**config.mk**
```make
export PLATFORM = sky130hd
export DESIGN_NAME = canModeCtrl
export DESIGN_NICKNAME = d
export VERILOG_FILES = /design/src/rtl/canModePkg.sv /design/src/rtl/canModeCtl.sv /design/src/rtl/canModeDp.sv /design/src/rtl/canModeCtrl.sv
export SDC_FILE = /design/constraint.sdc
export NUM_CORES = 1
export LEC_CHECK = 0
export ABC_AREA = 0
export BUFFER_PORTS_ARGS = -buffer_cell sky130_fd_sc_hd__buf_2
export CAP_MARGIN = 20
export CORE_ASPECT_RATIO = 1.4
export CORE_UTILIZATION = 35
export CTS_CLUSTER_SIZE = 16
export DETAILED_ROUTE_END_ITERATION = 16
export HOLD_SLACK_MARGIN = 0.05
export RECOVER_POWER = 25
export SLEW_MARGIN = 10
export SYNTH_ARGS = -nofsm -noshare
export SYNTH_HDL_FRONTEND = slang
export SYNTH_SLANG_ARGS = --single-unit
```
**constraint.sdc**
```tcl
create_clock -name clk -period 3.1 [get_ports clk]
set_clock_uncertainty 0.1 [all_clocks]
set_input_delay 0.62 -clock clk [delete_from_list [all_inputs] [get_ports clk]]
set_output_delay 0.62 -clock clk [all_outputs]
set_load 0.03 [all_outputs]
```
**src/rtl/canModePkg.sv**
```systemverilog
package canModePkg;

  typedef enum logic [2:0] {
    OPM_NORMAL = 3'b000,
    OPM_LOOP   = 3'b010,
    OPM_LISTEN = 3'b011,
    OPM_CONFIG = 3'b100
  } opModeT;

  localparam logic [1:0] RXM_ERRREC = 2'b11;

  // Strobes and qualifiers handed from control to datapath
  typedef struct packed {
    logic rxForeign;   // clean frames from other nodes accepted
    logic rxOwn;       // clean frames from this node accepted
    logic rxErrAll;    // every errored frame stored
    logic rxErrRec;    // errored frame stored by receive-mode code
    logic ackFaultEn;  // missing ACK reported on own frames
  } dpCtrlT;

  function automatic logic isKnownMode(input logic [2:0] code);
    return (code == OPM_NORMAL) || (code == OPM_LOOP) ||
           (code == OPM_LISTEN) || (code == OPM_CONFIG);
  endfunction

endpackage

```
**src/rtl/canModeCtl.sv**
```systemverilog
module canModeCtl
  import canModePkg::*;
(
  input  logic        clk,
  input  logic        rstN,
  input  logic [2:0]  modeReq,
  input  logic        busIdle,
  input  logic [1:0]  rxModeCode,
  output opModeT      modeCur,
  output logic        txEnable,
  output logic        ackErrDriveEn,
  output logic        txPinGpio,
  output logic        loopbackPath,
  output logic        errCntEn,
  output logic        errCntClear,
  output dpCtrlT      dpCtrl
);

  opModeT modeNext;
  logic   isNormal, isLoop, isListen, errRecSel;

  always_comb begin
    modeNext = modeCur;
    if (busIdle && isKnownMode(modeReq) && (modeReq != modeCur))
      modeNext = opModeT'(modeReq);
  end

  always_ff @(posedge clk or negedge rstN) begin
    if (!rstN) begin
      modeCur     <= OPM_CONFIG;
      errCntClear <= 1'b0;
    end else begin
      modeCur     <= modeNext;
      errCntClear <= (modeNext == OPM_LISTEN) && (modeCur != OPM_LISTEN);
    end
  end

  assign isNormal  = (modeCur == OPM_NORMAL);
  assign isLoop    = (modeCur == OPM_LOOP);
  assign isListen  = (modeCur == OPM_LISTEN);
  assign errRecSel = (rxModeCode == RXM_ERRREC);

  always_comb begin
    txEnable          = isNormal;
    ackErrDriveEn     = isNormal;
    txPinGpio         = isLoop;
    loopbackPath      = isLoop;
    errCntEn          = isNormal && !errRecSel;
    dpCtrl.rxForeign  = isNormal || isListen;
    dpCtrl.rxOwn      = isLoop || isListen;
    dpCtrl.rxErrAll   = isListen;
    dpCtrl.rxErrRec   = (isNormal || isLoop) && errRecSel;
    dpCtrl.ackFaultEn = isNormal;
  end


  mode_idle_chk: assert property (@(posedge clk) disable iff (!rstN)
    (modeCur != $past(modeCur)) |-> $past(busIdle));


  listen_clear_chk: assert property (@(posedge clk) disable iff (!rstN)
    $rose(modeCur == OPM_LISTEN) |-> errCntClear);

endmodule

```
**src/rtl/canModeDp.sv**
```systemverilog
module canModeDp
  import canModePkg::*;
#(
  parameter int DATA_W = 64,
  localparam int LEN_W = $clog2(DATA_W + 1)
) (
  input  logic              clk,
  input  logic              rstN,
  input  dpCtrlT            dpCtrl,
  input  logic              frameValid,
  input  logic              frameError,
  input  logic              ownTx,
  input  logic              ackMissing,
  input  logic [LEN_W-1:0]  bitPos,
  input  logic [DATA_W-1:0] asmData,
  output logic              storeStrobe,
  output logic              storePartial,
  output logic [LEN_W-1:0]  storeLen,
  output logic [DATA_W-1:0] storeData,
  output logic              txAckFault
);

  logic              takeErr, takeFull, cleanEnd;
  logic [DATA_W-1:0] keepBit, cutData;

  for (genvar i = 0; i < DATA_W; i++) begin : g_keep
    assign keepBit[i] = (LEN_W'(i) < bitPos);
  end

  assign cleanEnd = frameValid && !frameError;
  assign takeErr  = frameError && (dpCtrl.rxErrAll || dpCtrl.rxErrRec);
  assign takeFull = cleanEnd && (ownTx ? dpCtrl.rxOwn : dpCtrl.rxForeign);
  assign cutData  = frameError ? (asmData & keepBit) : asmData;

  always_ff @(posedge clk or negedge rstN) begin
    if (!rstN) begin
      storeStrobe  <= 1'b0;
      storePartial <= 1'b0;
      storeLen     <= '0;
      storeData    <= '0;
      txAckFault   <= 1'b0;
    end else begin
      storeStrobe <= takeErr || takeFull;
      txAckFault  <= cleanEnd && ownTx && ackMissing && dpCtrl.ackFaultEn;
      if (takeErr || takeFull) begin
        storePartial <= frameError;
        storeLen     <= bitPos;
        storeData    <= cutData;
      end
    end
  end


  cfg_no_store_chk: assert property (@(posedge clk) disable iff (!rstN)
    (dpCtrl == '0) |=> !storeStrobe);


  store_cause_chk: assert property (@(posedge clk) disable iff (!rstN)
    storeStrobe |-> $past(frameValid || frameError));


  ack_fault_mode_chk: assert property (@(posedge clk) disable iff (!rstN)
    !dpCtrl.ackFaultEn |=> !txAckFault);

endmodule

```
**src/rtl/canModeCtrl.sv**
```systemverilog
module canModeCtrl
  import canModePkg::*;
#(
  parameter int DATA_W = 64,
  localparam int LEN_W = $clog2(DATA_W + 1)
) (
  input  logic              clk,
  input  logic              rstN,
  input  logic [2:0]        modeReq,
  input  logic              busIdle,
  input  logic [1:0]        rxModeCode,
  input  logic              frameValid,
  input  logic              frameError,
  input  logic              ownTx,
  input  logic              ackMissing,
  input  logic [LEN_W-1:0]  bitPos,
  input  logic [DATA_W-1:0] asmData,
  output logic [2:0]        modeCur,
  output logic              txEnable,
  output logic              ackErrDriveEn,
  output logic              txPinGpio,
  output logic              loopbackPath,
  output logic              errCntEn,
  output logic              errCntClear,
  output logic              txAckFault,
  output logic              storeStrobe,
  output logic              storePartial,
  output logic [LEN_W-1:0]  storeLen,
  output logic [DATA_W-1:0] storeData
);

  opModeT modeState;
  dpCtrlT dpCtrl;

  assign modeCur = modeState;

  canModeCtl uCtl (
    .clk(clk), .rstN(rstN), .modeReq(modeReq), .busIdle(busIdle),
    .rxModeCode(rxModeCode), .modeCur(modeState), .txEnable(txEnable),
    .ackErrDriveEn(ackErrDriveEn), .txPinGpio(txPinGpio),
    .loopbackPath(loopbackPath), .errCntEn(errCntEn),
    .errCntClear(errCntClear), .dpCtrl(dpCtrl)
  );

  canModeDp #(.DATA_W(DATA_W)) uDp (
    .clk(clk), .rstN(rstN), .dpCtrl(dpCtrl), .frameValid(frameValid),
    .frameError(frameError), .ownTx(ownTx), .ackMissing(ackMissing),
    .bitPos(bitPos), .asmData(asmData), .storeStrobe(storeStrobe),
    .storePartial(storePartial), .storeLen(storeLen),
    .storeData(storeData), .txAckFault(txAckFault)
  );


  silent_drive_chk: assert property (@(posedge clk) disable iff (!rstN)
    ((modeCur == OPM_LISTEN) || (modeCur == OPM_LOOP)) |->
      (!txEnable && !ackErrDriveEn));

endmodule

```
==> summary.txt, run 1 <==
outcome: complete, but fails checks
violated checks: capacitance limit, slew limit
first-pass GRT wire length: 17.49 mm
slowest cell on the critical path: nor2_4
CP required: 3220 ps
worst hold start: uDp.storeLen[3]
routed vias: 3447
pwr dens: 988.1 nW/um2
Setup violations, final: 0
Seq/Total Area, Yosys: 50.02%
First DRT Iteration DRCs: 99
Clk Latency, worst-skew pair: 330 ps
initial antenna violation count: 1
H-tree Lvls: 3
most common cell in the synthesized netlist: dfrtp_1
fmax: 0.3902 GHz
crit path buf inv count: 1
worst reg2reg setup slack: 540 ps
largest net degree at the start of global routing: 45
cell area after layout: 5166 um2
DPL Wire Length: 8.491 mm
critical path arrival: 2680 ps
Placed Area: 4867 um2
Min-Delay Path Class: register to register
CP top delay family: simple AND/OR/NAND/NOR gates
Yosys reg bits: 78
Setup TNS: 0 ps
RSZ-0062 raised after global routing: false
CP max FO: 44
nature of the critical path endpoint: register
# port buffers: 165
clock sinks: 78
EDFF count, synth: 0
Core ar.: 10870 um2
Global Route Usage Sum: 19.76%
CTS tree: built
Unique masters post-synth: 39
RR Startpoint: uCtl.modeCur[0]
num rows: 45
Hold Path End: uDp.storeLen[3]
gr ovfl total: 0
Worst Path Class, Setup: register to register
detailed-route wire length: 11.35 mm
initial core utilization: 35.94%
gpl congestion: 0.8139
Hold Buf Count CTS: 0
die width: 91.27 um
Worst setup SP type: register
synth-to-layout area growth: 32.30%
Max clock buf depth: 2
Reg clk slew, reported paths: 60 ps
Tot Pwr: 5.105 mW
remaining antenna violation count after routing: 0
Die H: 127.0 um
leakage power: 2.905 nW
period utilisation layout: 82.67%
Avg Cell Area, Syn: 10.04 um2
Synth top cells by count: 77 x dfrtp_1, 50 x inv_1, 41 x mux2i_1, 35 x nand2_1, 29 x o21ai_0
worst r2r path cells: 5
WL/cell: 16.38 um
Peak VDD IR: 0.5215 mV
total nets after synthesis: 472
Final nets: 629
Slew headroom: -37.41%
Mapped Cells: 389
CP peak stage delay: 760 ps
measured slew at the worst slew-check pin: 2061 ps
largest cells by area after synthesis: dfrtp_1 49%, mux2i_1 11%, mux2_1 7.5%
total of max-cap violations: 1
Die ar.: 11590 um2
layout cells sized above 1: 34.66%
Via density: 4.974
post-synth top area cell: dfrtp_1
Slew Limit Fails: 36
Remaining DRCs: 0
FFs w/ async S/R, synth: 100.0%
Hold Violations, Final: 0
root buffer cell: clkbuf_16
worst path cell trace: o21ai_0 > a211oi_2 > nor2_4 > buf_12 > mux2_2
Setup Buffers After CTS: 0
ys flop type: dfrtp_1
fillers: 1051
number of CTS-inserted buffers: 9
# IOs: 166
Period minus WS final: 2563 ps
reg2reg end: uDp.storeData[14]
share of the synthesized area in the top cell type: 49.34%
vias in the first global route: 3442
synth warn: 0
worst hold stages: 1
post-cts resize count: 0
First-pass DRT Iterations: 4
post-synthesis instance area: 3905 um2
## layout make-up
type	count	area, um2	area share (%)
Clock inverter	4	45.04	0.8719
Clock buffer	12	256.5	4.965
Antenna cell	1	2.502	0.04844
Timing Repair Buffer	170	885.9	17.15
Multi-Input combinational cell	237	1659	32.11
Inverter	50	187.7	3.633
Tap cell	141	176.4	3.415
Sequential cell	78	1953	37.81
## cells in the final DEF (no fill, tap or decap), types with 12 or more instances in the layout
| cell type | Yosys | final |
|---|---|---|
| buf_2 | 10 | 163 |
| dfrtp_1 | 77 | 77 |
| inv_1 | 50 | 50 |
| mux2i_1 | 41 | 41 |
| nand2_1 | 35 | 35 |
| o21ai_0 | 29 | 29 |
| mux2_1 | 26 | 26 |
| nor2_1 | 15 | 15 |
| and3_1 | 14 | 14 |
| o211ai_1 | 12 | 12 |
## per-stage QoR
step / hold slack (ps) / util (%) / instances / setup slack (ps)
after floorplan: 224.4 / - / 389 / 909.9
after global placement: 369.9 / 44.79 / 676 / 296.1
after detailed placement: 376.2 / 44.79 / 676 / 276.1
after CTS: 165.2 / 47.56 / 692 / 503.7
after global routing: 405.7 / 47.54 / 693 / 351.5
final: 385.2 / 47.54 / 693 / 537.2
## logic make-up (layout without fill, tap and decap cells)
group                  Yosys count  count (layout)  share of synthesized area, %
other                            0               1                             0
AND/OR/NAND/NOR                101             101                         13.01
multiplexers                    71              71                         19.16
flip-flops                      78              78                         50.02
buffers and inverters           74             236                         7.626
AO/OA/AOI/OAI                   65              65                         10.19
## worst reg2reg max path: stages (launching register included)
cell and delay (ps):
dfrtp_1 460, o21ai_0 230, a211oi_2 130, nor2_4 760, buf_12 380, mux2_2 390
## where the power goes
| group | leakage [nW] | internal (mW) | total [mW] | switching, mW |
|---|---|---|---|---|
| Clock | 0.152 | 0.663 | 1.06 | 0.395 |
| Combinational | 1.82 | 0.700 | 2.29 | 1.59 |
| Sequential | 0.932 | 1.51 | 1.76 | 0.255 |
## layer usage
metal	track usage [%]	vias to the layer above	part of all wire [%]
li1	-	1628	-
met1	23.66	1637	40
met2	33.60	153	50
met3	3.690	29	6.0
met4	10.64	0	4.1
met5	0	-	0
## how the worst max path moves through the flow
| stage | depth (start not counted) | from | slack (ps) | endpoint |
|---|---|---|---|---|
| 2_1_floorplan | 2 | uCtl.modeCur[1] | 910 | errCntEn |
| 3_3_place_gp | 6 | ownTx | 300 | uDp.storeData[14] |
| 3_5_place_dp | 6 | ownTx | 280 | uDp.storeData[51] |
| 4_1_cts | 5 | uCtl.modeCur[0] | 500 | uDp.storeData[51] |
| 5_1_grt | 5 | uCtl.modeCur[0] | 350 | uDp.storeData[16] |
| 6_report | 5 | uCtl.modeCur[0] | 540 | uDp.storeData[14] |
## registers in the layout, summed over array words and instances, names as in the netlist
name	flops
uDp.storeLen	7
uDp.storePartial	1
uDp.storeData	64
uDp.txAckFault	1
uCtl.modeCur	3
uDp.storeStrobe	1
uCtl.errCntClear	1
No activity file was read; power rests on OpenSTA's default activity.
==> run 2, diff against run 1 <==
--- a/config.mk
+++ b/config.mk
@@ -5,7 +5,7 @@
 export SDC_FILE = /design/constraint.sdc
 export NUM_CORES = 1
 export LEC_CHECK = 0
-export ABC_AREA = 0
+export ABC_AREA = 1
 export BUFFER_PORTS_ARGS = -buffer_cell sky130_fd_sc_hd__buf_2
 export CAP_MARGIN = 20
 export CORE_ASPECT_RATIO = 1.4
==> constraint.sdc (replaced) <==
create_clock -name clk -period 2.1 [get_ports clk]
set_clock_uncertainty 0.1 [all_clocks]
set_input_delay 0.42 -clock clk [delete_from_list [all_inputs] [get_ports clk]]
set_output_delay 0.42 -clock clk [all_outputs]
set_load 0.03 [all_outputs]
==> run 2 against run 1 <==
Net effect:
- the run now ends clean
- critical path depth is 1 lower
- sequential power rose by 35%
- sequential share of layout area decreased by 0.86 points
- largest power group unchanged
- synthesized cell count grew 38%
==> summary.txt, run 2 <==
FFs w/ async S/R, synth: 100.0% (unchanged)
critical path arrival: 1350 ps (-1330 ps)
root buffer cell: clkbuf_16
commonest non-fill, non-tap cell in the layout: nand2_1
Setup violations, final: 0 (unchanged)
Cells after DPL: 830 (+23%)
Avg Cell Area, Syn: 7.428 um2 (-26%)
crit path buf inv count: 2 (+1)
Seq/Total Area, Yosys: 48.96% (-1.1 points)
Reg clk slew, reported paths: 60 ps (about the same)
WL/cell: 16.41 um (+0.16%)
RR Startpoint: uCtl.modeCur[2]
nature of the critical path endpoint: output port
initial core utilization: 36.33% (+0.39 points)
leakage power: 3.093 nW (+6.5%)
EDFF count, synth: 0 (unchanged)
worst path cell trace: nor2_2 > nand2_1 > inv_1 > buf_2
Via density: 5.028 (+1.1%)
CP top delay family: flip-flops
largest net degree at the start of global routing: 44 (-2.2%)
gr ovfl total: 0 (unchanged)
slowest cell on the critical path: dfstp_1
Peak VDD IR: 0.4723 mV (-9.4%)
Finished Layout Cells: 847 (+22%)
Max clock buf depth: 2 (unchanged)
num rows: 45 (unchanged)
most frequent cells in the layout: 170 x nand2_1, 164 x buf_2, 140 x nand3_1, 77 x dfrtp_1, 42 x nor2_1
# IOs: 166 (unchanged)
CP required: 1580 ps (-1640 ps)
Worst setup SP type: register
reg2reg end: uDp.storeData[13]
Die H: 128.3 um (+1.1%)
Reg with most FFs: uDp.storeData
detailed-route wire length: 13.90 mm (+22%)
Remaining DRCs: 0 (unchanged)
total nets after synthesis: 620 (+31%)
DPL Wire Length: 10.59 mm (+25%)
NetSw: 2.915 mW (+30%)
fin util: 48.15% (+0.61 points)
CP max FO: 5 (-89%)
number of CTS-inserted buffers: 9 (unchanged)
ys flop type: dfrtp_1
most common cell in the synthesized netlist: nand2_1
Slew headroom: 59.30% (+97 points)
top flop regs: uDp.storeData x64, uDp.storeLen x7, uCtl.modeCur x3
Unique masters post-synth: 21 (-46%)
Slew Limit Fails: 0 (-100%)
RSZ-0062 raised after global routing: false
gpl congestion: 0.9340 (+15%)
post-synth top area cell: dfrtp_1
Synth top cells by count: 170 x nand2_1, 140 x nand3_1, 77 x dfrtp_1, 41 x nor2_1, 39 x inv_1
Clk Latency, worst-skew pair: 340 ps (about the same)
pwr dens: 1281 nW/um2 (+30%)
post-synthesis instance area: 3989 um2 (+2.1%)
# diodes: 0 (-1)
worst reg2reg setup slack: 350 ps (-190 ps)
Core ar.: 10980 um2 (+1.0%)
Period minus WS final: 1871 ps
Int Power: 3.859 mW (+35%)
fraction of power consumed by combinational cells: 41.5% (-3.3 points)
WP depth: 4 (-1)
Mapped Cells: 537 (+38%)
Global Route Usage Sum: 24.01% (+4.3 points)
vias in the first global route: 4127 (+20%)
Setup crit end: ackErrDriveEn
Tot Pwr: 6.774 mW (+33%)
Final nets: 784 (+25%)
period utilisation layout: 89.07%
Worst Path Class, Setup: register to output port
initial antenna violation count: 0 (-1)
die width: 92.23 um (+1.0%)
Setup crit start: uCtl.modeCur[2]
post-cts resize count: 0 (unchanged)
total of max-cap violations: 0 (-1)
remaining antenna violation count after routing: 0 (unchanged)
Min-Delay Path Class: input pin to register
# port buffers: 165 (unchanged)
synth-to-layout area growth: 32.53%
H-tree Lvls: 3 (unchanged)
Hold Buf Count CTS: 1 (+1)
First DRT Iteration DRCs: 311 (+210%)
outcome: finished, final reports clean
CP peak stage delay: 610 ps (-150 ps)
clock power share: 23.6% (+2.9 points)
synth warn: 0 (unchanged)
routed vias: 4259 (+24%)
Die ar.: 11830 um2 (+2.1%)
worst r2r path cells: 7 (+2)
share of the synthesized area in the top cell type: 48.31% (-1.0 points)
First-pass DRT Iterations: 5 (+1)
Setup Buffers After CTS: 0 (unchanged)
sw frac: 43.03% (-0.77 points)
Setup TNS: 0 ps (unchanged)
clock sinks: 78 (unchanged)
largest cells by area after synthesis: dfrtp_1 48%, nand3_1 18%, nand2_1 16%
Seq pwr share: 34.9% (+0.4 points)
fmax: 0.5346 GHz
Yosys reg bits: 78 (unchanged)
layout cells sized above 1: 29.32% (-5.3 points)
first-pass GRT wire length: 21.61 mm (+24%)
measured slew at the worst slew-check pin: 610.5 ps (-1451 ps)
Hold Violations, Final: 0 (unchanged)
max reg flops: 64 (unchanged)
CTS tree: built
## run 2: cell types whose count changed in the layout (fill, tap and decap cells not counted), sizes merged, moves of 14 or more
| cell | before | now |
|---|---|---|
| nand2 | 35 | 174 |
| nand3 | 7 | 140 |
| mux2i | 41 | 0 |
| mux2 | 30 | 0 |
| nor2 | 16 | 46 |
| and3 | 14 | 0 |
## run 2: through the flow
stage / worst slack (ps) / instance area, um2 / hold slack, ps
5_1_grt: 152.8 / 5286 / 202.7
4_1_cts: 243.2 / 5301 / 194.8
6_report: 229.5 / 5286 / 197.0
3_5_place_dp: 328.7 / 4989 / 235.1
2_1_floorplan: 269.3 / 3994 / 24.41
3_3_place_gp: 396.0 / 4989 / 235.7
## run 2: cell type report
cell class	instances	area [um2]
Timing Repair Buffer	182	983.4
Multi-Input combinational cell	388	1713
Fill cell	1143	5693
Clock buffer	13	260.3
Sequential cell	78	1953
Inverter	42	157.7
Clock inverter	3	42.54
Tap cell	141	176.4
## run 2: power groups by stage
stage | sequential, mW | clock [mW] | combinational [mW]
3_3_place_gp | 2.37 | 0 | 2.82
4_1_cts | 2.37 | 1.62 | 2.84
3_5_place_dp | 2.38 | 0 | 2.84
6_report | 2.37 | 1.60 | 2.81
5_1_grt | 2.43 | 1.68 | 3.02
2_1_floorplan | 3.45 | 0 | 0.812
## run 2: layer usage
layer  GRT usage [%]  part of all wire [%]  vias up  wire length (um)
met5               0                     0        -                 0
met4           9.835                   3.1        0               431
met3           4.270                   5.7       27               799
met2           40.83                    50      184              6914
met1           30.11                    41     1995              5753
li1                -                     -     2053                 -
## run 2: worst min path at each step
stage	startpoint	to	depth (start not counted)	slack, ps
CTS	asmData[15]	uDp.storeData[15]	3	190
global placement	rstN	uDp.storeData[22]	1	240
global route	asmData[27]	uDp.storeData[27]	3	200
floorplan	rstN	uCtl.errCntClear	0	20
finish	asmData[15]	uDp.storeData[15]	3	200
detailed placement	rstN	uDp.storeData[42]	1	240
## run 2: kinds of logic after synthesis
kind of cell / after synthesis / synth area share [%]
DFF: 78 / 48.97
and+or+nand+nor: 365 / 39.87
AOI/OAI and AO/OA: 23 / 3.011
buffers and inverters: 71 / 8.156
## run 2: worst register-to-register path: stages, from the launching register on
cell,delay [ps]
dfstp_1,610
nor2_1,90
nand2_1,60
nand2_1,60
nand2_2,130
buf_4,400
nand3_1,160
nand2_1,90
==> run 3, diff against run 2 <==
--- a/config.mk
+++ b/config.mk
@@ -8,11 +8,11 @@
 export ABC_AREA = 1
 export BUFFER_PORTS_ARGS = -buffer_cell sky130_fd_sc_hd__buf_2
 export CAP_MARGIN = 20
-export CORE_ASPECT_RATIO = 1.4
-export CORE_UTILIZATION = 35
+export CORE_UTILIZATION = 44
 export CTS_CLUSTER_SIZE = 16
 export DETAILED_ROUTE_END_ITERATION = 16
 export HOLD_SLACK_MARGIN = 0.05
+export PLACE_DENSITY = 0.77
 export RECOVER_POWER = 25
 export SLEW_MARGIN = 10
 export SYNTH_ARGS = -nofsm -noshare
==> run 3 against run 2 <==
Net effect:
- fmax is 0.49% higher
- register-to-register slack worse by 70 ps
- utilization increased by 9.8 points
- non-clock buffer count down 4
==> summary.txt, run 3 (synthesis gave the netlist of run 2 again) <==
critical path arrival: 1340 ps (about the same)
CP max FO: 5 (unchanged)
crit path buf inv count: 1 (-1)
top flop regs: uDp.storeData x64, uDp.storeLen x7, uCtl.modeCur x3
NetSw: 2.872 mW (-1.5%)
vias in the first global route: 4164 (+0.90%)
pwr dens: 1213 nW/um2 (-5.3%)
measured slew at the worst slew-check pin: 999.7 ps (+389.2 ps)
fraction of power consumed by combinational cells: 45.6% (+4.1 points)
Clk Latency, worst-skew pair: 350 ps (about the same)
Die H: 97.21 um (-24%)
Setup violations, final: 0 (unchanged)
CP top delay family: flip-flops
CP required: 1580 ps (about the same)
Slew Limit Fails: 0 (unchanged)
initial antenna violation count: 0 (unchanged)
max reg flops: 64 (unchanged)
largest net degree at the start of global routing: 51 (+16%)
initial core utilization: 45.52% (+9.2 points)
post-cts resize count: 0 (unchanged)
First DRT Iteration DRCs: 326 (+4.8%)
GRT busiest layer: met2
pre-CTS setup slack: 307.5 ps (-21.21 ps)
Int Power: 3.292 mW (-15%)
outcome: finished, final reports clean
clock sinks: 78 (unchanged)
remaining antenna violation count after routing: 0 (unchanged)
num rows: 34 (-24%)
# IOs: 166 (unchanged)
fmax: 0.5373 GHz (+0.49%)
Peak VDD IR: 0.5590 mV (+18%)
Min-Delay Path Class: input pin to register
most frequent cells in the layout: 170 x nand2_1, 164 x buf_2, 140 x nand3_1, 77 x dfrtp_1, 42 x nor2_1
gr ovfl total: 0 (unchanged)
met1 Use GR: 39.10% (+9.0 points)
Reg clk slew, reported paths: 80 ps (+20 ps)
routed vias: 4340 (+1.9%)
total of max-cap violations: 0 (unchanged)
WL/cell: 16.34 um (-0.41%)
GR Layer Usage met3: 5.683% (+1.4 points)
# diodes: 0 (unchanged)
synth-to-layout area growth: 27.35%
H-tree Lvls: 3 (unchanged)
CTS tree: built
Final nets: 780 (-0.51%)
die width: 97.21 um (+5.4%)
gpl congestion: 0.9147 (-2.1%)
slowest cell on the critical path: dfrtp_1
period utilisation layout: 88.63% (-0.44 points)
Cells after DPL: 793 (-4.5%)
nature of the critical path endpoint: output port
Remaining DRCs: 0 (unchanged)
RSZ-0062 raised after global routing: false
number of CTS-inserted buffers: 9 (unchanged)
Finished Layout Cells: 810 (-4.4%)
Worst setup SP type: register
DPL Wire Length: 9.721 mm (-8.2%)
Via density: 5.358 (+6.6%)
detailed-route wire length: 13.24 mm (-4.8%)
CP peak stage delay: 440 ps (-170 ps)
Reg with most FFs: uDp.storeData
Seq pwr share: 38.3% (+3.4 points)
M2 GR Usage: 46.15% (+5.3 points)
Tot Pwr: 6.163 mW (-9.0%)
# port buffers: 165 (unchanged)
Slew headroom: 33.35% (-26 points)
Hold Violations, Final: 0 (unchanged)
Global Route Usage Sum: 28.53% (+4.5 points)
Max clock buf depth: 2 (unchanged)
leakage power: 3.011 nW (-2.7%)
First-pass DRT Iterations: 5 (unchanged)
clock power share: 16.1% (-7.5 points)
Period minus WS final: 1861 ps (-9.201 ps)
fillers: 870 (-24%)
Die ar.: 9450 um2 (-20%)
first-pass GRT wire length: 21.35 mm (-1.2%)
worst path cell trace: nor2_2 > nand2_1 > nor2_1 > buf_2
Setup TNS: 0 ps (unchanged)
Worst Path Class, Setup: register to output port
sw frac: 46.59% (+3.6 points)
commonest non-fill, non-tap cell in the layout: nand2_1
root buffer cell: clkbuf_8
layout cells sized above 1: 29.20% (-0.12 points)
Final WS setup: 238.7 ps (+9.201 ps)
Final Hold Slack: 184.5 ps (-12.52 ps)
Core ar.: 8763 um2 (-20%)
## run 3: metrics by stage
stage | utilization (%) | instance area (um2)
3_3_place_gp | 56.11 | 4917
5_1_grt | 57.97 | 5080
3_5_place_dp | 56.11 | 4917
6_report | 57.97 | 5080
4_1_cts | 58.12 | 5094
2_1_floorplan | - | 3994
## run 3: final cells by class
cell class | count | area, um2 | share of cell area, %
inverter | 42 | 157.7 | 3.103
multi-input combinational | 388 | 1713 | 33.72
clock inverter | 6 | 38.79 | 0.7635
clock buffer | 10 | 127.6 | 2.512
tap | 108 | 135.1 | 2.660
timing repair buffer | 178 | 954.7 | 18.79
sequential | 78 | 1953 | 38.45
## run 3: final timing paths
check / endpoint / depth (start not counted) / slack, ps / from
max: errCntEn / 4 / 240 / uCtl.modeCur[0]
min: uDp.storeData[55] / 3 / 180 / asmData[55]
max reg2reg: uDp.storeData[27] / 7 / 280 / uCtl.modeCur[2]
min reg2reg: uDp.storePartial / 2 / 370 / uDp.storePartial
max in group asynchronous: uDp.storeData[37] / 3 / 320 / rstN
min in group asynchronous: uDp.storePartial / 2 / 660 / rstN
## run 3: metal layers
metal	routed length (um)	share of wire [%]
met1	5634	43
met2	6290	48
met3	1108	8.4
met4	204	1.5
met5	0	0
## run 3: worst register-to-register path, delay by kind of cell, from the launching register on
family	cells	cell delay, ps
flops	1	580
simple gates	6	630
buf+inv	1	450
## run 3: power by group through the flow
stage               registers (mW)  clock network [mW]  logic (mW)
global placement              2.37                   0        2.78
CTS                           2.36                1.01        2.83
finish                        2.36               0.992        2.81
detailed placement            2.37                   0        2.82
floorplan                     3.45                   0       0.812
global route                  2.43                1.07        3.02
## run 3: what timing repair did
action / in CTS / in global routing
hold buffers: 1 / 0
setup buffers: 0 / 0
endpoints found under the hold margin: 37 / 0
